### src/rtl/hbg_pkg.sv
package hbg_pkg;

  // Sequencer phases after the block leaves the disabled state
  typedef enum logic [1:0] {
    PH_OFF     = 2'd0,
    PH_REFRESH = 2'd1,
    PH_UPWAIT  = 2'd2,
    PH_RUN     = 2'd3
  } phase_e;

  // Gate channel indexes; even indexes are upper switches
  localparam int unsigned CH_A_HI = 0;
  localparam int unsigned CH_A_LO = 1;
  localparam int unsigned CH_B_HI = 2;
  localparam int unsigned CH_B_LO = 3;
  localparam int unsigned CH_NUM  = 4;

endpackage

### src/rtl/hbg_rst_sync.sv
module hbg_rst_sync (
  input  logic clk,
  input  logic rst_n,
  output logic rst_sync_n
);

  logic [1:0] stg_q;

  always_ff @(posedge clk or negedge rst_n) begin
    if (!rst_n) begin
      stg_q <= 2'b00;
    end else begin
      stg_q <= {stg_q[0], 1'b1};
    end
  end

  assign rst_sync_n = stg_q[1];

endmodule

### src/rtl/hbg_phase_seq.sv
module hbg_phase_seq
  import hbg_pkg::*;
#(
  parameter int unsigned REFRESH_CYC  = 26,
  parameter int unsigned UPPER_EN_CYC = 34
) (
  input  logic clk,
  input  logic rst_n,
  input  logic disable_i,
  output logic refresh_o,
  output logic lo_allow_o,
  output logic hi_allow_o
);

  localparam int unsigned PH_W = $clog2(UPPER_EN_CYC + 1);
  localparam logic [PH_W-1:0] REF_LAST = PH_W'(REFRESH_CYC - 1);
  localparam logic [PH_W-1:0] UP_LAST  = PH_W'(UPPER_EN_CYC - 1);

  phase_e          st_q, st_d;
  logic [PH_W-1:0] ph_q, ph_d;
  logic            ph_en;

  // Next-state logic
  always_comb begin
    st_d  = st_q;
    ph_d  = ph_q;
    ph_en = 1'b0;
    if (disable_i) begin
      st_d = PH_OFF;
    end else begin
      unique case (st_q)
        PH_OFF: begin
          st_d  = PH_REFRESH;
          ph_d  = '0;
          ph_en = 1'b1;
        end
        PH_REFRESH: begin
          ph_d  = ph_q + 1'b1;
          ph_en = 1'b1;
          if (ph_q == REF_LAST) st_d = PH_UPWAIT;
        end
        PH_UPWAIT: begin
          ph_d  = ph_q + 1'b1;
          ph_en = 1'b1;
          if (ph_q == UP_LAST) st_d = PH_RUN;
        end
        default: begin
          st_d = PH_RUN;
        end
      endcase
    end
  end

  // State registers
  always_ff @(posedge clk or negedge rst_n) begin
    if (!rst_n) begin
      st_q <= PH_OFF;
    end else begin
      st_q <= st_d;
    end
  end

  always_ff @(posedge clk or negedge rst_n) begin
    if (!rst_n) begin
      ph_q <= '0;
    end else if (ph_en) begin
      ph_q <= ph_d;
    end
  end

  assign refresh_o  = (st_q == PH_REFRESH) && !disable_i;
  assign lo_allow_o = ((st_q == PH_UPWAIT) || (st_q == PH_RUN)) && !disable_i;
  assign hi_allow_o = (st_q == PH_RUN) && !disable_i;

endmodule

### src/rtl/hbg_turnon_chan.sv
module hbg_turnon_chan #(
  parameter int unsigned DLY_W = 8
) (
  input  logic             clk,
  input  logic             rst_n,
  input  logic             req_i,
  input  logic             force_i,
  input  logic [DLY_W-1:0] dly_i,
  output logic             gate_o
);

  localparam logic [DLY_W-1:0] HOLD_OFF = {DLY_W{1'b1}};

  logic [DLY_W-1:0] cnt_q, cnt_d;
  logic             cnt_en;
  logic             gate_q, gate_d;

  // Next-state logic: immediate off, counted on
  always_comb begin
    cnt_d  = cnt_q;
    cnt_en = 1'b0;
    gate_d = gate_q;
    if (force_i) begin
      gate_d = 1'b1;
      cnt_d  = '0;
      cnt_en = 1'b1;
    end else if (!req_i) begin
      gate_d = 1'b0;
      cnt_d  = '0;
      cnt_en = 1'b1;
    end else if (gate_q) begin
      gate_d = 1'b1;
    end else if (dly_i == HOLD_OFF) begin
      gate_d = 1'b0;
    end else if (cnt_q >= dly_i) begin
      gate_d = 1'b1;
    end else begin
      cnt_d  = cnt_q + 1'b1;
      cnt_en = 1'b1;
    end
  end

  always_ff @(posedge clk or negedge rst_n) begin
    if (!rst_n) begin
      cnt_q <= '0;
    end else if (cnt_en) begin
      cnt_q <= cnt_d;
    end
  end

  always_ff @(posedge clk or negedge rst_n) begin
    if (!rst_n) begin
      gate_q <= 1'b0;
    end else begin
      gate_q <= gate_d;
    end
  end

  assign gate_o = gate_q;

endmodule

### src/rtl/hbg_gate_seq.sv
module hbg_gate_seq
  import hbg_pkg::*;
#(
  parameter int unsigned DLY_W        = 8,
  parameter int unsigned REFRESH_CYC  = 26,
  parameter int unsigned UPPER_EN_CYC = 34
) (
  input  logic             clk,
  input  logic             rst_n,
  input  logic             dir_i,
  input  logic             disable_i,
  input  logic             hi_en_i,
  input  logic [DLY_W-1:0] hi_dly_i,
  input  logic [DLY_W-1:0] lo_dly_i,
  output logic             a_hi_o,
  output logic             a_lo_o,
  output logic             b_hi_o,
  output logic             b_lo_o
);

  logic              rst_sync_n;
  logic              refresh;
  logic              lo_allow;
  logic              hi_allow;
  logic [CH_NUM-1:0] req;
  logic [CH_NUM-1:0] gate;

  hbg_rst_sync u_rst_sync (
    .clk        (clk),
    .rst_n      (rst_n),
    .rst_sync_n (rst_sync_n)
  );

  hbg_phase_seq #(
    .REFRESH_CYC  (REFRESH_CYC),
    .UPPER_EN_CYC (UPPER_EN_CYC)
  ) u_phase (
    .clk        (clk),
    .rst_n      (rst_sync_n),
    .disable_i  (disable_i),
    .refresh_o  (refresh),
    .lo_allow_o (lo_allow),
    .hi_allow_o (hi_allow)
  );

  // Requests per channel: direction 1 selects A-upper with B-lower
  always_comb begin
    req[CH_A_HI] = hi_allow && hi_en_i && dir_i;
    req[CH_B_HI] = hi_allow && hi_en_i && !dir_i;
    req[CH_A_LO] = lo_allow && !dir_i;
    req[CH_B_LO] = lo_allow && dir_i;
  end

  for (genvar ch = 0; ch < CH_NUM; ch++) begin : g_chan
    if ((ch % 2) == 0) begin : g_upper
      hbg_turnon_chan #(.DLY_W(DLY_W)) u_chan (
        .clk     (clk),
        .rst_n   (rst_sync_n),
        .req_i   (req[ch]),
        .force_i (1'b0),
        .dly_i   (hi_dly_i),
        .gate_o  (gate[ch])
      );
    end else begin : g_lower
      hbg_turnon_chan #(.DLY_W(DLY_W)) u_chan (
        .clk     (clk),
        .rst_n   (rst_sync_n),
        .req_i   (req[ch]),
        .force_i (refresh),
        .dly_i   (lo_dly_i),
        .gate_o  (gate[ch])
      );
    end
  end

  assign a_hi_o = gate[CH_A_HI];
  assign a_lo_o = gate[CH_A_LO];
  assign b_hi_o = gate[CH_B_HI];
  assign b_lo_o = gate[CH_B_LO];

endmodule

### config.mk
export PLATFORM = sky130hd
export DESIGN_NAME = hbg_gate_seq
export DESIGN_NICKNAME = d
export VERILOG_FILES = /design/src/rtl/hbg_pkg.sv /design/src/rtl/hbg_rst_sync.sv /design/src/rtl/hbg_phase_seq.sv /design/src/rtl/hbg_turnon_chan.sv /design/src/rtl/hbg_gate_seq.sv
export SDC_FILE = /design/constraint.sdc
export NUM_CORES = 1
export LEC_CHECK = 0
export ABC_CLOCK_PERIOD_IN_PS = 1600
export BUFFER_PORTS_ARGS = -buffer_cell sky130_fd_sc_hd__buf_2
export CAP_MARGIN = 20
export CORE_ASPECT_RATIO = 0.8
export CORE_MARGIN = 1
export CORE_UTILIZATION = 61
export CTS_BUF_LIST = sky130_fd_sc_hd__clkbuf_16
export CTS_CLUSTER_DIAMETER = 120
export DETAILED_ROUTE_END_ITERATION = 12
export PLACE_DENSITY = 0.89
export SETUP_SLACK_MARGIN = 0.5
export SYNTH_ARGS = -nofsm -noshare
export SYNTH_HDL_FRONTEND = slang
export SYNTH_HIERARCHICAL = 1
export SYNTH_SLANG_ARGS = --single-unit
### constraint.sdc
create_clock -name clk -period 1.6 [get_ports clk]
set_input_delay 0 -clock clk [delete_from_list [all_inputs] [get_ports clk]]
set_output_delay 0 -clock clk [all_outputs]
set_load 0.05 [all_outputs]
==> metrics.txt, run 1 <==
outcome did not finish; Stop stage 5_1_grt; Run Error [ERROR GRT-0232] Routing congestion too high. Check the congestion heatmap in the GUI.; Seq/Total Area, Yosys 33.5%; Synth Instances 399; register bit total from synthesis 46; pre-CTS setup slack -401 ps; Synth Warn # 6; Num Clock Sinks 46; placement row count 24; Final Wtd Congestion 0.851; Unique masters post-synth 35; Starting Density 63.1%; gr ovfl total 1; Syn Area/Cell 8.60 sq um; DP Area 4340 sq um; EDFF count, synth 0; largest net degree at the start of global routing 45; asr flop ratio synth 100%; WEP type register data pin; cts bufs inserted 5; Cell Area, Synth 3430 sq um; I/O pin count 25; Die Height 69.1 um; most common flop cell mapped by yosys dfrtp_1; placed cells 574; gr usage total 69.0%; Clock Root Buffer clkbuf_16; worst_ep grt g_chan[0].g_upper.u_chan/cnt_q[6]$_DFFE_PN0P_/D; DP HPWL 6750 um; die width 85.9 um; clock buffer depth 2; PortBufs 24; CTS HTree Levels 2
per-stage QoR:
step	TNS (ps)	hold WS, ps
CTS	-9450	12.7
detailed placement	-9210	-214
global placement	-6990	-214
floorplan	-7170	-296
routing by layer:
metal,global-route usage (%),GRT overflow
met3,44.3,0
met5,6.36,0
met2,89.2,1
met1,74.7,0
met4,64.1,0
Yosys cell counts (5+ instances only):
| master | n | area share [%] |
|---|---|---|
| nand2_1 | 63 | 6.9 |
| and3_1 | 12 | 2.2 |
| o21ai_0 | 18 | 2.6 |
| nor2b_1 | 11 | 2.0 |
| a31o_1 | 12 | 3.1 |
| nand4_1 | 12 | 2.2 |
| dfrtp_1 | 46 | 34 |
| a21oi_1 | 44 | 6.4 |
| inv_1 | 37 | 4.0 |
| mux2i_1 | 5 | 1.5 |
| nor3_1 | 7 | 1.0 |
| ha_1 | 43 | 16 |
| nor2_1 | 28 | 3.1 |
| o21ai_1 | 8 | 1.2 |
| nand2b_1 | 10 | 1.8 |
cell families after synthesis:
family	Yosys count	share of synthesized area, %
buf+inv	38	4.16
mux	6	1.79
fa+ha+maj	43	15.7
other cells	2	0.219
flops	46	33.5
simple gates	163	23.6
compound gates	101	21.1
timing repair:
action | CTS
endpoints found under the setup margin | 44
resized for setup | 68
buffers inserted | 14
cloned | 3
endpoints found under the hold margin | 3
pin swaps | 16
hold buffers | 2
==> run 2: changes to the inputs <==
--- a/config.mk
+++ b/config.mk
@@ -8,14 +8,10 @@
 export ABC_CLOCK_PERIOD_IN_PS = 1600
 export BUFFER_PORTS_ARGS = -buffer_cell sky130_fd_sc_hd__buf_2
 export CAP_MARGIN = 20
-export CORE_ASPECT_RATIO = 0.8
 export CORE_MARGIN = 1
-export CORE_UTILIZATION = 61
-export CTS_BUF_LIST = sky130_fd_sc_hd__clkbuf_16
-export CTS_CLUSTER_DIAMETER = 120
+export CORE_UTILIZATION = 40
 export DETAILED_ROUTE_END_ITERATION = 12
-export PLACE_DENSITY = 0.89
-export SETUP_SLACK_MARGIN = 0.5
+export PLACE_DENSITY_LB_ADDON = 0.15
 export SYNTH_ARGS = -nofsm -noshare
 export SYNTH_HDL_FRONTEND = slang
 export SYNTH_HIERARCHICAL = 1
==> run 2 against run 1 <==
Net effect:
- the flow now finishes, with violations (negative setup slack)
- synthesized area did not move
- synthesized cell count unchanged
==> metrics.txt, run 2 <==
outcome finished with violations; failing checks negative setup slack; CP startpoint kind flip-flop; Die Height 94.6 um (+37%); Synth top area share 33.5% (unchanged); post-DR vias/cell 5.18; CTS HTree Levels 2 (unchanged); CP Data Required Time 1790 ps; skew final 6.54 ps; Unique masters post-synth 35 (unchanged); DP HPWL 6460 um (-4.4%); most common cell after layout, fill and taps aside buf_4; fin util 57.5%; register bit total from synthesis 46 (unchanged); largest net degree at the start of global routing 34; endpoints failing setup 34; setup ws final -355 ps; # fillers 770; worst reg2reg endpoint g_chan[2].g_upper.u_chan/cnt_q[6]$_DFFE_PN0P_; share of cells above drive strength 1 34.9%; I/O pin count 25 (unchanged); DR iter-0 viols 78; placement row count 33 (+38%); Slew Viols, Final 0; Worst Hold Class reg -> async; gr usage total 19.4%; Register Area 1150 sq um; top post-synthesis cells by area dfrtp_1, ha_1, nand2_1; largest registers g_chan.g_upper.u_chan/cnt_q (16), g_chan.g_lower.u_chan/cnt_q (16), u_phase/ph_q (6); Final Instance Count excl. Fillers 630; ANT nets after route 0; minimum clock period after layout 1960 ps; unrepaired setup endpoints after global routing yes; most numerous cell in the Yosys netlist nand2_1; fin crit share 122%; worst vdd ir 0.000499 V; Cell Area, Synth 3430 sq um (unchanged); Worst R2R Setup Slack -360 ps; worst reg2reg path startpoint g_chan[2].g_upper.u_chan/cnt_q[2]$_DFFE_PN0P_; multi-input combinational cell area 2390 sq um; PortBufs 24 (unchanged); Crit Path Category reg -> reg; worst-path fanout max 9; f_max 0.511 GHz; fin nets 588; Num Clock Sinks 46 (unchanged); power density over the cells 641 nW/um^2; Seq/Total Area, Yosys 33.5% (unchanged); die area 8950 sq um; CTS tree built; most frequent cells in the layout buf_4, nand2_1, dfrtp_1; initial antenna violation count 0; R2R cell count 8; top cells by count, synth nand2_1, dfrtp_1, a21oi_1, ha_1, inv_1; gr ovfl total 0; Final Wtd Congestion 0.865 (+1.7%); Antenna diodes 0; leakage power 2.38 nW; Core Area 8260 sq um; Pwr Total 3.05 mW; drt first pass iters 4; Worst Setup End Kind flip-flop; total of max-cap violations 0; most common flop cell mapped by yosys dfrtp_1; first-pass GRT wire length 13800 um; synth-to-layout area growth 38.3%; arrival time at the worst endpoint 2140 ps; asr flop ratio synth 100% (unchanged); Starting Density 41.6% (-22 points); die width 94.6 um (+10%); register clock-pin slew on the reported worst setup and hold paths 90 ps; placed cells 609 (+6.1%); number of global-route vias before repair 3134; Synth Warn # 6 (unchanged); Residual DRC 0; cts bufs inserted 5 (unchanged); Syn Area/Cell 8.60 sq um (unchanged); worst skew pair latency 300 ps; EDFF count, synth 0 (unchanged); final WL 8280 um; DR vias 3261; Final Hold Fails 0; clock buffer depth 2 (unchanged); Clock Root Buffer clkbuf_8; biggest area consumer among synthesized cells dfrtp_1; WL/cell 13.1 um; Synth Instances 399 (unchanged)
run 2: layout make-up:
class / count / share of cell area (%)
clock inverters: 1 / 0.105
flip-flops and latches: 46 / 24.3
repair buffers: 114 / 17.8
multi-input cells: 320 / 50.3
inverters: 37 / 2.93
well taps: 105 / 2.77
clock buffers: 7 / 1.82
run 2: what timing repair did:
| item | 4_1_cts | 5_1_grt |
|---|---|---|
| setup endpoints to repair | 34 | 37 |
| hold endpoints to repair | 3 | 0 |
| cloned | 0 | 2 |
| setup buffers | 5 | 3 |
| gates resized for setup | 24 | 29 |
| hold buffers | 3 | 0 |
| pin swaps | 10 | 10 |
run 2: worst max path at each step:
stage          depth (start not counted)                                          start                                            end  slack, ps
4_1_cts                                6  g_chan[2].g_upper.u_chan/cnt_q[2]$_DFFE_PN0P_  g_chan[2].g_upper.u_chan/cnt_q[5]$_DFFE_PN0P_       -360
5_1_grt                                8  g_chan[2].g_upper.u_chan/cnt_q[2]$_DFFE_PN0P_  g_chan[2].g_upper.u_chan/cnt_q[6]$_DFFE_PN0P_       -460
3_3_place_gp                           6  g_chan[2].g_upper.u_chan/cnt_q[7]$_DFFE_PN0P_  g_chan[2].g_upper.u_chan/cnt_q[5]$_DFFE_PN0P_       -310
3_5_place_dp                           6  g_chan[1].g_lower.u_chan/cnt_q[7]$_DFFE_PN0P_  g_chan[1].g_lower.u_chan/cnt_q[5]$_DFFE_PN0P_       -350
2_1_floorplan                          6  g_chan[1].g_lower.u_chan/cnt_q[2]$_DFFE_PN0P_  g_chan[1].g_lower.u_chan/cnt_q[5]$_DFFE_PN0P_       -310
6_report                               8  g_chan[2].g_upper.u_chan/cnt_q[2]$_DFFE_PN0P_  g_chan[2].g_upper.u_chan/cnt_q[6]$_DFFE_PN0P_       -360
run 2: metal layers:
metal | vias up | global-route usage (%) | part of all wire [%]
li1 | 1661 | - | -
met1 | 1566 | 24.6 | 48
met3 | 10 | 2.58 | 1.5
met5 | - | 0 | 0
met2 | 24 | 34.6 | 50
met4 | 0 | 4.67 | 1.2
run 2: metrics by stage:
stage | setup WS, ps | instance area, sq um | hold WS [ps] | setup TNS [ps]
2_1_floorplan | -309 | 3530 | -296 | -7140
3_3_place_gp | -313 | 4370 | -214 | -7670
3_5_place_dp | -352 | 4370 | -213 | -9120
4_1_cts | -362 | 4600 | 153 | -8490
5_1_grt | -458 | 4750 | 185 | -12360
6_report | -355 | 4750 | 157 | -9230
run 2: report_power, final:
part	leakage (nW)	internal, mW	switching (mW)
Sequential	0.626	1.25	0.0715
Clock	0.0482	0.350	0.407
Combinational	1.71	0.460	0.512
run 2: logic make-up after synthesis:
kind of cell	share of synthesized area, %
simple gates	23.6
compound gates	21.1
flops	33.5
fa+ha+maj	15.7
buf+inv	4.16
mux	1.79
other cells	0.219
run 2: critical path: stages (launching register included):
cell and delay, ps:
dfrtp_1 420, ha_4 260, a211oi_4 210, o21ai_2 90, buf_4 150, a2111oi_4 290, buf_6 180, nand4_1 110
mux2i_1 130
Note: power is estimated with default switching activity, not from simulation.
